### config.mk
export PLATFORM = sky130hd
export DESIGN_NAME = i2c_xfer_seq
export DESIGN_NICKNAME = d
export VERILOG_FILES = /design/src/rtl/i2c_seq_pkg.sv /design/src/rtl/i2c_seq_cnt.sv /design/src/rtl/i2c_seq_addrgen.sv /design/src/rtl/i2c_seq_fsm.sv /design/src/rtl/i2c_xfer_seq.sv
export SDC_FILE = /design/constraint.sdc
export NUM_CORES = 1
export LEC_CHECK = 0
export BUFFER_PORTS_ARGS = -buffer_cell sky130_fd_sc_hd__buf_2
export CAP_MARGIN = 10
export CORE_MARGIN = 2
export CORE_UTILIZATION = 49
export CTS_CLUSTER_DIAMETER = 50
export DETAILED_ROUTE_END_ITERATION = 10
export PLACE_DENSITY = 0.86
export SYNTH_ARGS = -nofsm -noshare
export SYNTH_HDL_FRONTEND = slang
export SYNTH_SLANG_ARGS = --single-unit
### constraint.sdc
create_clock -name clk -period 1.7 [get_ports clk]
set_input_delay 0.17 -clock clk [delete_from_list [all_inputs] [get_ports clk]]
set_output_delay 0.17 -clock clk [all_outputs]
set_load 0.1 [all_outputs]
### src/rtl/i2c_seq_pkg.sv
// Shared encodings for the addressed transfer sequencer.
// Assumes: the bit engine decodes the command codes below exactly.
package i2c_seq_pkg;

    // Commands presented to the bit engine.
    typedef enum logic [2:0] {
        CMD_NONE  = 3'd0,
        CMD_START = 3'd1,
        CMD_STOP  = 3'd2,
        CMD_WRITE = 3'd3,
        CMD_READ  = 3'd4,
        CMD_RESET = 3'd5
    } cmd_e;

    // Requested operation.
    localparam logic [1:0] OP_PROBE = 2'd0;
    localparam logic [1:0] OP_WRITE = 2'd1;
    localparam logic [1:0] OP_READ  = 2'd2;

    // Completion codes.
    localparam logic [1:0] ST_OK        = 2'd0;
    localparam logic [1:0] ST_NODEV     = 2'd1;
    localparam logic [1:0] ST_ADDR_ERR  = 2'd2;
    localparam logic [1:0] ST_DATA_FAIL = 2'd3;

    // Sequencer states.
    typedef enum logic [3:0] {
        S_IDLE,
        S_BRST,
        S_START1,
        S_CHIPW,
        S_ADDR,
        S_STOPM,
        S_START2,
        S_CHIPR,
        S_WWAIT,
        S_WSEND,
        S_RBYTE,
        S_RPUSH,
        S_STOPE,
        S_REPORT
    } state_e;

endpackage

### src/rtl/i2c_seq_cnt.sv
// Loadable down counter used for the address byte index and the payload
// bytes remaining.
// Assumes: dec is never raised while the count is zero.
module i2c_seq_cnt #(
    parameter int W = 8
) (
    input  logic         clk,
    input  logic         rst_n,
    input  logic         load,
    input  logic [W-1:0] load_val,
    input  logic         dec,
    output logic [W-1:0] q
);

    // Hold, load or count down.
    always_ff @(posedge clk) begin
        if (!rst_n)
            q <= '0;
        else if (load)
            q <= load_val;
        else if (dec)
            q <= q - 1'b1;
    end

    // the sequencer only steps a counter that still has work left.
    a_r12_no_underflow: assert property (@(posedge clk) disable iff (!rst_n)
        (dec && !load) |-> (q != '0));

endmodule

### src/rtl/i2c_seq_addrgen.sv
// Device-number merge and register-address byte selection.
// Folds masked high address bits into the device number when overflow is
// requested, and picks one address byte by index (0 = least significant).
// Assumes: alen never exceeds ADDR_BYTES; idx is below alen when used.
module i2c_seq_addrgen #(
    parameter int          ADDR_BYTES = 4,
    parameter logic [6:0]  OVF_MASK   = 7'h07,
    localparam int         ADDR_W     = 8 * ADDR_BYTES,
    localparam int         ALEN_W     = $clog2(ADDR_BYTES + 1)
) (
    input  logic [6:0]        chip,
    input  logic [ADDR_W-1:0] addr,
    input  logic [ALEN_W-1:0] alen,
    input  logic              ovf_en,
    input  logic [ALEN_W-1:0] idx,
    output logic [6:0]        eff_chip,
    output logic [7:0]        addr_byte
);

    logic [7:0]        byte_arr [ADDR_BYTES];
    logic [ADDR_W-1:0] shifted;
    logic [6:0]        high_bits;

    // Split the address into bytes.
    for (genvar g = 0; g < ADDR_BYTES; g++) begin : g_bytes
        assign byte_arr[g] = addr[8*g +: 8];
    end

    // Bits just above the used address bytes, merged when enabled.
    always_comb begin
        shifted   = '0;
        high_bits = '0;
        for (int k = 0; k < ADDR_BYTES; k++) begin
            if (alen == ALEN_W'(k)) begin
                shifted   = addr >> (8 * k);
                high_bits = shifted[6:0];
            end
        end
        eff_chip = ovf_en ? (chip | (high_bits & OVF_MASK)) : chip;
    end

    // Select the address byte named by the index.
    always_comb begin
        addr_byte = '0;
        for (int k = 0; k < ADDR_BYTES; k++) begin
            if (idx == ALEN_W'(k))
                addr_byte = byte_arr[k];
        end
    end

endmodule

### src/rtl/i2c_seq_fsm.sv
// Transfer control: latches the request, walks through the bus command
// list, moves payload bytes between the engine and the two streams, and
// forms the completion code.
// Assumes: eng_done pulses for one cycle only while cmd_valid is high.
module i2c_seq_fsm
    import i2c_seq_pkg::*;
#(
    parameter int ADDR_BYTES = 4,
    parameter int LEN_W      = 8,
    localparam int ADDR_W    = 8 * ADDR_BYTES,
    localparam int ALEN_W    = $clog2(ADDR_BYTES + 1)
) (
    input  logic              clk,
    input  logic              rst_n,
    input  logic              req_valid,
    output logic              req_ready,
    input  logic [1:0]        req_op,
    input  logic [6:0]        req_chip,
    input  logic [ADDR_W-1:0] req_addr,
    input  logic [ALEN_W-1:0] req_alen,
    input  logic [LEN_W-1:0]  req_len,
    input  logic              req_ovf,
    output logic [6:0]        q_chip,
    output logic [ADDR_W-1:0] q_addr,
    output logic [ALEN_W-1:0] q_alen,
    output logic              q_ovf,
    input  logic [6:0]        eff_chip,
    input  logic [7:0]        addr_byte,
    output logic              idx_load,
    output logic [ALEN_W-1:0] idx_load_val,
    output logic              idx_dec,
    input  logic [ALEN_W-1:0] idx_q,
    output logic              rem_load,
    output logic [LEN_W-1:0]  rem_load_val,
    output logic              rem_dec,
    input  logic [LEN_W-1:0]  rem_q,
    input  logic              wr_valid,
    output logic              wr_ready,
    input  logic [7:0]        wr_data,
    output logic              rd_valid,
    input  logic              rd_ready,
    output logic [7:0]        rd_data,
    output logic              cmd_valid,
    output logic [2:0]        cmd_code,
    output logic [7:0]        cmd_wdata,
    output logic              cmd_nack_last,
    input  logic              eng_done,
    input  logic              eng_nack,
    input  logic [7:0]        eng_rdata,
    output logic              st_valid,
    output logic [1:0]        st_code,
    output logic [LEN_W-1:0]  st_fails
);

    state_e           state;
    logic             reset_done;
    logic [1:0]       q_op;
    logic [7:0]       wbuf;
    logic [7:0]       rbuf;
    logic [LEN_W-1:0] fails;
    logic [1:0]       code;
    logic             idx_zero;
    logic             rem_zero;
    logic             rem_one;
    logic             is_read;
    logic             is_write;
    logic             acked;
    state_e           after_addr;

    assign idx_zero = (idx_q == '0);
    assign rem_zero = (rem_q == '0);
    assign rem_one  = (rem_q == LEN_W'(1));
    assign is_read  = (q_op == OP_READ);
    assign is_write = (q_op == OP_WRITE);
    assign acked    = eng_done && !eng_nack;

    // Where to go once the address phase is complete.
    always_comb begin
        if (is_read)
            after_addr = S_STOPM;
        else if (rem_zero)
            after_addr = S_STOPE;
        else
            after_addr = S_WWAIT;
    end

    // Command presented in each state.
    always_comb begin
        cmd_valid     = 1'b1;
        cmd_code      = CMD_NONE;
        cmd_wdata     = 8'h00;
        cmd_nack_last = 1'b0;
        case (state)
            S_BRST:   cmd_code = CMD_RESET;
            S_START1,
            S_START2: cmd_code = CMD_START;
            S_STOPM,
            S_STOPE:  cmd_code = CMD_STOP;
            S_CHIPW: begin
                cmd_code  = CMD_WRITE;
                cmd_wdata = {eff_chip, 1'b0};
            end
            S_CHIPR: begin
                cmd_code  = CMD_WRITE;
                cmd_wdata = {eff_chip, 1'b1};
            end
            S_ADDR: begin
                cmd_code  = CMD_WRITE;
                cmd_wdata = addr_byte;
            end
            S_WSEND: begin
                cmd_code  = CMD_WRITE;
                cmd_wdata = wbuf;
            end
            S_RBYTE: begin
                cmd_code      = CMD_READ;
                cmd_nack_last = rem_one;
            end
            default:  cmd_valid = 1'b0;
        endcase
    end

    // Stream, request and status strobes.
    always_comb begin
        req_ready    = (state == S_IDLE);
        wr_ready     = (state == S_WWAIT);
        rd_valid     = (state == S_RPUSH);
        rd_data      = rbuf;
        st_valid     = (state == S_REPORT);
        st_code      = code;
        st_fails     = fails;
        idx_load     = (state == S_CHIPW) && acked;
        idx_load_val = q_alen - 1'b1;
        idx_dec      = (state == S_ADDR) && acked && !idx_zero;
        rem_load     = req_valid && (state == S_IDLE);
        rem_load_val = req_len;
        rem_dec      = ((state == S_WSEND) && eng_done) ||
                       ((state == S_RPUSH) && rd_ready);
    end

    // Advance the sequencer and keep its transfer record.
    always_ff @(posedge clk) begin
        if (!rst_n) begin
            state      <= S_IDLE;
            reset_done <= 1'b0;
            q_op       <= OP_PROBE;
            q_chip     <= '0;
            q_addr     <= '0;
            q_alen     <= '0;
            q_ovf      <= 1'b0;
            wbuf       <= '0;
            rbuf       <= '0;
            fails      <= '0;
            code       <= ST_OK;
        end else begin
            case (state)
                S_IDLE: if (req_valid) begin
                    q_op   <= req_op;
                    q_chip <= req_chip;
                    q_addr <= req_addr;
                    q_alen <= req_alen;
                    q_ovf  <= req_ovf;
                    fails  <= '0;
                    code   <= ST_OK;
                    state  <= reset_done ? S_START1 : S_BRST;
                end
                S_BRST: if (eng_done) begin
                    reset_done <= 1'b1;
                    state      <= S_START1;
                end
                S_START1: if (eng_done)
                    state <= (is_read && q_alen == '0) ? S_CHIPR : S_CHIPW;
                S_CHIPW: if (eng_done) begin
                    if (eng_nack) begin
                        code  <= ST_NODEV;
                        state <= S_STOPE;
                    end else if (!is_read && !is_write)
                        state <= S_STOPE;
                    else if (q_alen != '0)
                        state <= S_ADDR;
                    else
                        state <= after_addr;
                end
                S_ADDR: if (eng_done) begin
                    if (eng_nack) begin
                        code  <= ST_ADDR_ERR;
                        state <= S_STOPE;
                    end else if (idx_zero)
                        state <= after_addr;
                end
                S_STOPM:  if (eng_done) state <= S_START2;
                S_START2: if (eng_done) state <= S_CHIPR;
                S_CHIPR:  if (eng_done) state <= rem_zero ? S_STOPE : S_RBYTE;
                S_WWAIT: if (wr_valid) begin
                    wbuf  <= wr_data;
                    state <= S_WSEND;
                end
                S_WSEND: if (eng_done) begin
                    if (eng_nack)
                        fails <= fails + 1'b1;
                    state <= rem_one ? S_STOPE : S_WWAIT;
                end
                S_RBYTE: if (eng_done) begin
                    rbuf  <= eng_rdata;
                    state <= S_RPUSH;
                end
                S_RPUSH: if (rd_ready)
                    state <= rem_one ? S_STOPE : S_RBYTE;
                S_STOPE: if (eng_done) begin
                    if (code == ST_OK && fails != '0)
                        code <= ST_DATA_FAIL;
                    state <= S_REPORT;
                end
                S_REPORT: state <= S_IDLE;
                default:  state <= S_IDLE;
            endcase
        end
    end

    // a command does not change or vanish before the engine finishes it.
    a_r12_cmd_held: assert property (@(posedge clk) disable iff (!rst_n)
        (cmd_valid && !eng_done) |=> (cmd_valid && $stable(cmd_code) && $stable(cmd_wdata)));

    // nothing but the bus reset goes out before the first reset completes.
    a_r1_reset_first: assert property (@(posedge clk) disable iff (!rst_n)
        (cmd_valid && !reset_done) |-> (cmd_code == CMD_RESET));

    // a read byte waits on the stream, unchanged, until taken.
    a_r8_rd_hold: assert property (@(posedge clk) disable iff (!rst_n)
        (rd_valid && !rd_ready) |=> (rd_valid && $stable(rd_data)));

    // a missing device never reports payload failures.
    a_r3_nodev_clean: assert property (@(posedge clk) disable iff (!rst_n)
        (st_valid && st_code == ST_NODEV) |-> (st_fails == '0));

    // a nonzero failure count always carries the payload-failure code.
    a_r5_fail_code: assert property (@(posedge clk) disable iff (!rst_n)
        (st_valid && st_fails != '0) |-> (st_code == ST_DATA_FAIL));

    // the completion report lasts one cycle and no command overlaps it.
    a_r12_report_pulse: assert property (@(posedge clk) disable iff (!rst_n)
        st_valid |=> (!st_valid && !cmd_valid));

endmodule

### src/rtl/i2c_xfer_seq.sv
// Top of the addressed transfer sequencer: request control, device-number
// merge with address byte selection, and the two counters.
// Assumes: req_alen <= ADDR_BYTES; bit timing lives in the engine.
module i2c_xfer_seq #(
    parameter int          ADDR_BYTES = 4,
    parameter int          LEN_W      = 8,
    parameter logic [6:0]  OVF_MASK   = 7'h07,
    localparam int         ADDR_W     = 8 * ADDR_BYTES,
    localparam int         ALEN_W     = $clog2(ADDR_BYTES + 1)
) (
    input  logic              clk,
    input  logic              rst_n,
    input  logic              req_valid,
    output logic              req_ready,
    input  logic [1:0]        req_op,
    input  logic [6:0]        req_chip,
    input  logic [ADDR_W-1:0] req_addr,
    input  logic [ALEN_W-1:0] req_alen,
    input  logic [LEN_W-1:0]  req_len,
    input  logic              req_ovf,
    input  logic              wr_valid,
    output logic              wr_ready,
    input  logic [7:0]        wr_data,
    output logic              rd_valid,
    input  logic              rd_ready,
    output logic [7:0]        rd_data,
    output logic              cmd_valid,
    output logic [2:0]        cmd_code,
    output logic [7:0]        cmd_wdata,
    output logic              cmd_nack_last,
    input  logic              eng_done,
    input  logic              eng_nack,
    input  logic [7:0]        eng_rdata,
    output logic              st_valid,
    output logic [1:0]        st_code,
    output logic [LEN_W-1:0]  st_fails
);

    logic [6:0]        q_chip;
    logic [ADDR_W-1:0] q_addr;
    logic [ALEN_W-1:0] q_alen;
    logic              q_ovf;
    logic [6:0]        eff_chip;
    logic [7:0]        addr_byte;
    logic              idx_load;
    logic [ALEN_W-1:0] idx_load_val;
    logic              idx_dec;
    logic [ALEN_W-1:0] idx_q;
    logic              rem_load;
    logic [LEN_W-1:0]  rem_load_val;
    logic              rem_dec;
    logic [LEN_W-1:0]  rem_q;

    i2c_seq_fsm #(
        .ADDR_BYTES (ADDR_BYTES),
        .LEN_W      (LEN_W)
    ) u_fsm (
        .clk           (clk),
        .rst_n         (rst_n),
        .req_valid     (req_valid),
        .req_ready     (req_ready),
        .req_op        (req_op),
        .req_chip      (req_chip),
        .req_addr      (req_addr),
        .req_alen      (req_alen),
        .req_len       (req_len),
        .req_ovf       (req_ovf),
        .q_chip        (q_chip),
        .q_addr        (q_addr),
        .q_alen        (q_alen),
        .q_ovf         (q_ovf),
        .eff_chip      (eff_chip),
        .addr_byte     (addr_byte),
        .idx_load      (idx_load),
        .idx_load_val  (idx_load_val),
        .idx_dec       (idx_dec),
        .idx_q         (idx_q),
        .rem_load      (rem_load),
        .rem_load_val  (rem_load_val),
        .rem_dec       (rem_dec),
        .rem_q         (rem_q),
        .wr_valid      (wr_valid),
        .wr_ready      (wr_ready),
        .wr_data       (wr_data),
        .rd_valid      (rd_valid),
        .rd_ready      (rd_ready),
        .rd_data       (rd_data),
        .cmd_valid     (cmd_valid),
        .cmd_code      (cmd_code),
        .cmd_wdata     (cmd_wdata),
        .cmd_nack_last (cmd_nack_last),
        .eng_done      (eng_done),
        .eng_nack      (eng_nack),
        .eng_rdata     (eng_rdata),
        .st_valid      (st_valid),
        .st_code       (st_code),
        .st_fails      (st_fails)
    );

    i2c_seq_addrgen #(
        .ADDR_BYTES (ADDR_BYTES),
        .OVF_MASK   (OVF_MASK)
    ) u_addrgen (
        .chip      (q_chip),
        .addr      (q_addr),
        .alen      (q_alen),
        .ovf_en    (q_ovf),
        .idx       (idx_q),
        .eff_chip  (eff_chip),
        .addr_byte (addr_byte)
    );

    i2c_seq_cnt #(.W(ALEN_W)) u_idx_cnt (
        .clk      (clk),
        .rst_n    (rst_n),
        .load     (idx_load),
        .load_val (idx_load_val),
        .dec      (idx_dec),
        .q        (idx_q)
    );

    i2c_seq_cnt #(.W(LEN_W)) u_rem_cnt (
        .clk      (clk),
        .rst_n    (rst_n),
        .load     (rem_load),
        .load_val (rem_load_val),
        .dec      (rem_dec),
        .q        (rem_q)
    );

endmodule

# After elaboration in Yosys (flattened, before gate mapping)
# Cells that the tools add are included.
dict set report totals {
  input_bits 76
  elab_cells 150
  regBits 87
  out_inout_bits 35
}
dict set report op_classes {
  add_sub_neg 4
  n_reduce_logical 37
  mux 55
  bitwise_logic 1
  n_eq_ne 40
}
# op n
set op_table {}
lappend op_table {{4-bit 2-to-1 mux} 19}
lappend op_table {{8-bit 2-to-1 mux} 9}
lappend op_table {{4-bit case mux with 13 select lines} 1}
lappend op_table {{3-bit 2-to-1 mux} 11}
lappend op_table {{8-bit case mux with 4 select lines} 1}
lappend op_table {{2-bit inequality test, second input constant} 15}
lappend op_table {{4-bit == test, second input constant} 6}
lappend op_table {{4-bit by 3-bit == test with 1-bit output, second input constant} 4}
lappend op_table {{2-bit 2-to-1 mux} 8}
lappend op_table {{8-bit case mux with 2 select lines} 1}
lappend op_table {{3-bit case mux with 5 select lines} 1}
lappend op_table {{14-bit AND reduction} 1}
lappend op_table {{3-bit by 2-bit == test with 1-bit output, second input constant} 4}
lappend op_table {{1-bit logical AND} 10}
lappend op_table {{10-bit OR reduction} 1}
lappend op_table {{8-bit by 1-bit adder with 8-bit output, second input constant} 1}
lappend op_table {{4-bit by 2-bit == test with 1-bit output, second input constant} 2}
lappend op_table {{8-bit by 1-bit == test with 1-bit output, second input constant} 1}
lappend op_table {{8-bit zero test} 1}
lappend op_table {{2-bit case mux with 4 select lines} 1}
lappend op_table {{2-bit AND reduction} 4}
lappend op_table {{8-bit AND reduction} 1}
lappend op_table {{8-bit nonzero test} 1}
lappend op_table {{8-bit by 1-bit subtractor with 8-bit output, second input constant} 1}
lappend op_table {{other kinds (21)} 32}

# Longest topological paths before layout
dict set report depth {
  word_depth 8
  depth_mapped 9
  ltp_nobuf 7
}

# Cells and area by module
# Synthesis repeated with hierarchy kept, for this count alone.
dict set report hier_totals {
  hier_cells 573
  area_unflattened_um2 4798.4
}
# module area_per_inst_um2 seq_area_each_um2 cells_each n_inst
set by_module_without_submodules {}
lappend by_module_without_submodules {i2c_seq_fsm 3772.4 1521.5 461 1}
lappend by_module_without_submodules {{i2c_seq_cnt (u_rem_cnt)} 461.7 160.2 57 1}
lappend by_module_without_submodules {i2c_seq_addrgen 394.1 0.0 37 1}
lappend by_module_without_submodules {{i2c_seq_cnt (u_idx_cnt)} 170.2 60.1 18 1}

# Least setup slack after synthesis
# Ideal clock, no wire load.
dict set report synth_timing {
  kind {register to output}
  from {register u_fsm.state[1]}
  to {output cmd_wdata[4]}
  path_buffers 2
  path_slack_ns -2.054
  path_stages_with_launch 6
  arrival_time_ns 3.584
  required_time_ns 1.530
  cell_sequence {dfxtp_1 -> buf_2 -> buf_2 -> or3b_2 -> or3_1 -> o21ai_0}
}
dict set report synth_via {
  elab_chain_len 2
  elab_cells_between_ends 5
  cone_classes {4 x eq/ne; 1 x mux}
}
# element line
set synth_rtl {}
lappend synth_rtl {{start, declared} i2c_seq_fsm.sv:55} ;# state_e state;
lappend synth_rtl {{start signal, assigned} i2c_seq_fsm.sv:165} ;# state <= reset_done ? S_START1 : S_BRST;
lappend synth_rtl {{start signal, assigned} i2c_seq_fsm.sv:172} ;# state <= (is_read && q_alen == '0) ? S_CHIPR : S_CHIPW;
lappend synth_rtl {{start signal, assigned} i2c_seq_fsm.sv:182} ;# state <= after_addr;
lappend synth_rtl {{4-bit == test, or another cell as far along} i2c_seq_fsm.sv:93} ;# case (state)
lappend synth_rtl {{8-bit case mux with 4 select lines (*)} i2c_seq_fsm.sv:93}
lappend synth_rtl {{end, declared} i2c_xfer_seq.sv:29} ;# output logic [7:0] cmd_wdata,
# Mark *: on every way between the ends. The rest lies on a longest branch, timed or not.

# Final worst setup path
dict set report layout_timing {
  from {register u_fsm.state[2]}
  to {register u_fsm.q_ovf}
}
dict set report layout_via {
  elab_chain_len 2
}
# element line
set layout_rtl {}
lappend layout_rtl {{4-bit zero test} i2c_seq_fsm.sv:156} ;# case (state)
lappend layout_rtl {{2-bit AND reduction (no source line)} -}
lappend layout_rtl {{end signal, assigned} i2c_seq_fsm.sv:162} ;# q_ovf <= req_ovf;
lappend layout_rtl {{end, declared} i2c_seq_fsm.sv:26} ;# output logic q_ovf,
# No other way between the ends.
# A chain may end at the register's enable or synchronous reset.

==> metrics <==
die height 102 um; share of flip-flops with an asynchronous set or reset 0%; P_sw a little under 7000 uW; P per Cell Area about 1800 nW/um^2; met3 WL around 3 mm; CTS tree done; Worst IR Drop VDD just under 0.002 V; library cells used by synthesis 57; TritonCTS buffer count 9; total iterations of the first detailed-routing run 10; P_leak between 0.003 and 0.004 uW; Area Growth Syn to Fin 76.4%; Synth Area in Compound Gates 22.4%; post-synthesis mux area share ~3.8%; Max Cap Violations 0; pre-CTS setup slack -0.344 ns; metal2 WL around 11 mm; status finished with violations; Antenna Diode Count 0; Iteration-0 DRC Markers between 1000 and 1500; Post-Syn Area approximately 4700 sq um; CP arrival approximately 2.6 ns; Fill cells between 300 and 400; Die Wd between 100 and 150 um; largest net degree at the start of global routing 26; Post-Route WL about 24 mm; H-Tree Depth 3; Critical Path Sink Type flop; area fraction of the dominant cell type after synthesis 37.2%; Clock transition at path regs 0.11 ns; setup_tns -41.41 ns; Final setup viols approximately 100; Final Core Density 89.4%; RSZ-0062 raised after global routing yes; max-slew violation count 0; register share of total power 20.5%; HP Class in -> reg; Avg Inst Size Synth slightly below 8 sq um; CTS root buf clkbuf_8; clk_skew around 0.015 ns; vias in the first global route a little under 6000; f_max about 430 MHz; Simple-Gate Fraction of Synth Area between 20% and 30%; Comb pwr share approximately 69%; Worst-Skew Late Latency 0.37 ns; top cell type by total area after synthesis dfxtp_1; via count between 6000 and 7000; Tot GR Track Use 38.7%; initial antenna violation count 0; Placed Instance Area approximately 6300 sq um; FP Rows 35; internal power 7690 uW; XOR/XNOR Fraction of Synth Area under 10%; syn nets approximately 700; crit start category flop; Final period util 137%; vias per inst ~6.6; setup slack after layout -0.635 ns; Initial Utilization between 50% and 60%; CTS max path bufs 2; Seq/Total Area, Yosys about 37%; Crit Path Category reg -> reg; share of post-route cells with drive strength above 1 55.9%; Placeable Area 9240 sq um; clk sinks 87; Slew @ Worst Pin just under 0.5 ns; M1 WL 8.46 mm; # port buffers 110; Req. time, crit path roughly 2.0 ns; Ys Warns 0; Total Die Area around 10000 sq um; routability congestion estimate 0.910; max_slew headroom 67.5%; Final Hold Fails 0; Synth Instances 606; largest family of logic cells by synthesized area simple AND/OR/NAND/NOR gates; clock power share 10.8%; DR top layer met4; first-pass GRT wire length 30.7 mm; DRC viols 3; fin crit period approximately 2.3 ns; synthesized flop and latch total 87; worst-path fanout max 8; failing checks design-rule violations, negative setup slack; Synth Flop Type dfxtp_1; Design Area, Final 8260 sq um; Synth Area in Adders under 10%; Post-synth EDFFs 0; I/O pin count roughly 110; top cells by area, synth dfxtp_1 37%, nand2_1 9.8%, a21oi_1 8.3%; dpl hpwl 11.4 mm; Final ANT Viol Nets 0; wire length per cell 25.5 um; GRT overflow 0; sw frac 47.4%; Final nets approximately 910
layout by cell type (no fill, tap or decap), types with 14 or more instances in the layout:
cell / instances
buf_4: 85
nor2b_1: 16
nor2_1: 39
buf_12: 22
buf_6: 32
nand2_4: 16
nand2_1: 91
a21oi_2: 40
dfxtp_1: 71
mux2i_1: 14
a21oi_1: 38
buf_2: 93
cell type report:
class / count / area [sq um] / share of cell area, %
Clock inverter: 7 / 80.1 / 0.970
Multi-Input combinational cell: 464 / 3810 / 46.1
Timing Repair Buffer: 245 / 2220 / 26.9
Sequential cell: 87 / 1780 / 21.5
Inverter: 15 / 82.6 / 1.00
Tap cell: 129 / 161 / 1.95
Clock buffer: 9 / 124 / 1.50
Yosys cell counts (all sizes together), types with 4 or more instances:
| master | n |
|---|---|
| nand3 | 9 |
| a21o | 5 |
| xor2 | 8 |
| mux2i | 18 |
| nand4 | 4 |
| o21ai | 24 |
| nor2 | 51 |
| inv | 15 |
| o31ai | 5 |
| dfxtp | 87 |
| a221oi | 10 |
| nor3 | 9 |
| a21oi | 78 |
| a31oi | 6 |
| a22oi | 8 |
| clkbuf | 22 |
| nand2 | 122 |
| nor2b | 26 |
| buf | 19 |
| o221ai | 4 |
| ha | 16 |
| o22ai | 5 |
| a211oi | 5 |
path summary, 6_finish.rpt:
path,depth (start not counted),slack (ns),end,startpoint
worst max register to register,11,-0.64,u_fsm.q_ovf,u_fsm.state[2]
worst max-delay path,11,-0.64,u_fsm.q_ovf,u_fsm.state[2]
worst min-delay path,3,0.04,u_fsm.rd_data[5],eng_rdata[5]
worst min register to register,2,0.50,u_fsm.rd_data[2],u_fsm.rd_data[2]
what timing repair did:
action | in CTS | in global routing
gates resized for setup | 149 | 125
gates cloned | 11 | 2
pin swaps | 34 | 73
endpoints found under the setup margin | 92 | 103
hold buffers | 0 | 0
setup buffers | 33 | 22
cell families after synthesis:
kind of cell,after synthesis
AOI/OAI and AO/OA,170
xor gates and xnor gates,11
adders and majority gates,16
buffers and inverters,56
DFF,87
muxes,18
and+or+nand+nor,248
state kept, by name (all words and copies together) (netlist names), 2 cells and up:
signal,flops
u_fsm.q_addr,32
u_fsm.q_alen,3
u_fsm.st_fails,8
u_fsm.q_op,2
u_fsm.q_chip,7
u_fsm.state,4
u_rem_cnt.q,8
u_fsm.rd_data,8
u_idx_cnt.q,3
u_fsm.st_code,2
u_fsm.wbuf,8
metal layers:
metal	track usage, %	vias to the layer above
met3	8.07	215
met4	18.8	0
met5	0	-
met1	48.9	2950
li1	-	2542
met2	62.8	639
power groups by stage:
| stage | clock (uW) | sequential (uW) | combinational [uW] |
|---|---|---|---|
| floorplan | 0 | 2930 | 4130 |
| global placement | 0 | 2870 | 6090 |
| detailed placement | 0 | 2880 | 6210 |
| CTS | 1540 | 2850 | 8510 |
| global route | 1640 | 3010 | 10300 |
| finish | 1580 | 3000 | 10100 |
critical path, cell delays in order (launching register included):
cell	delay, ns
dfxtp_4	0.37
buf_6	0.12
buf_8	0.11
buf_6	0.11
or4_4	0.60
inv_12	0.09
and2_4	0.17
buf_12	0.15
buf_12	0.12
buf_16	0.13
nand2_1	0.09
a21oi_1	0.19
through the flow:
stage / hold slack [ns] / power [uW] / std cells
2_1_floorplan: 0.306 / 7050 / 606
3_3_place_gp: 0.402 / 8960 / 883
4_1_cts: 0.0262 / 12900 / 942
3_5_place_dp: 0.406 / 9090 / 883
6_report: 0.0392 / 14600 / 956
5_1_grt: 0.0370 / 15000 / 956
(Power assumes the default switching activity.)
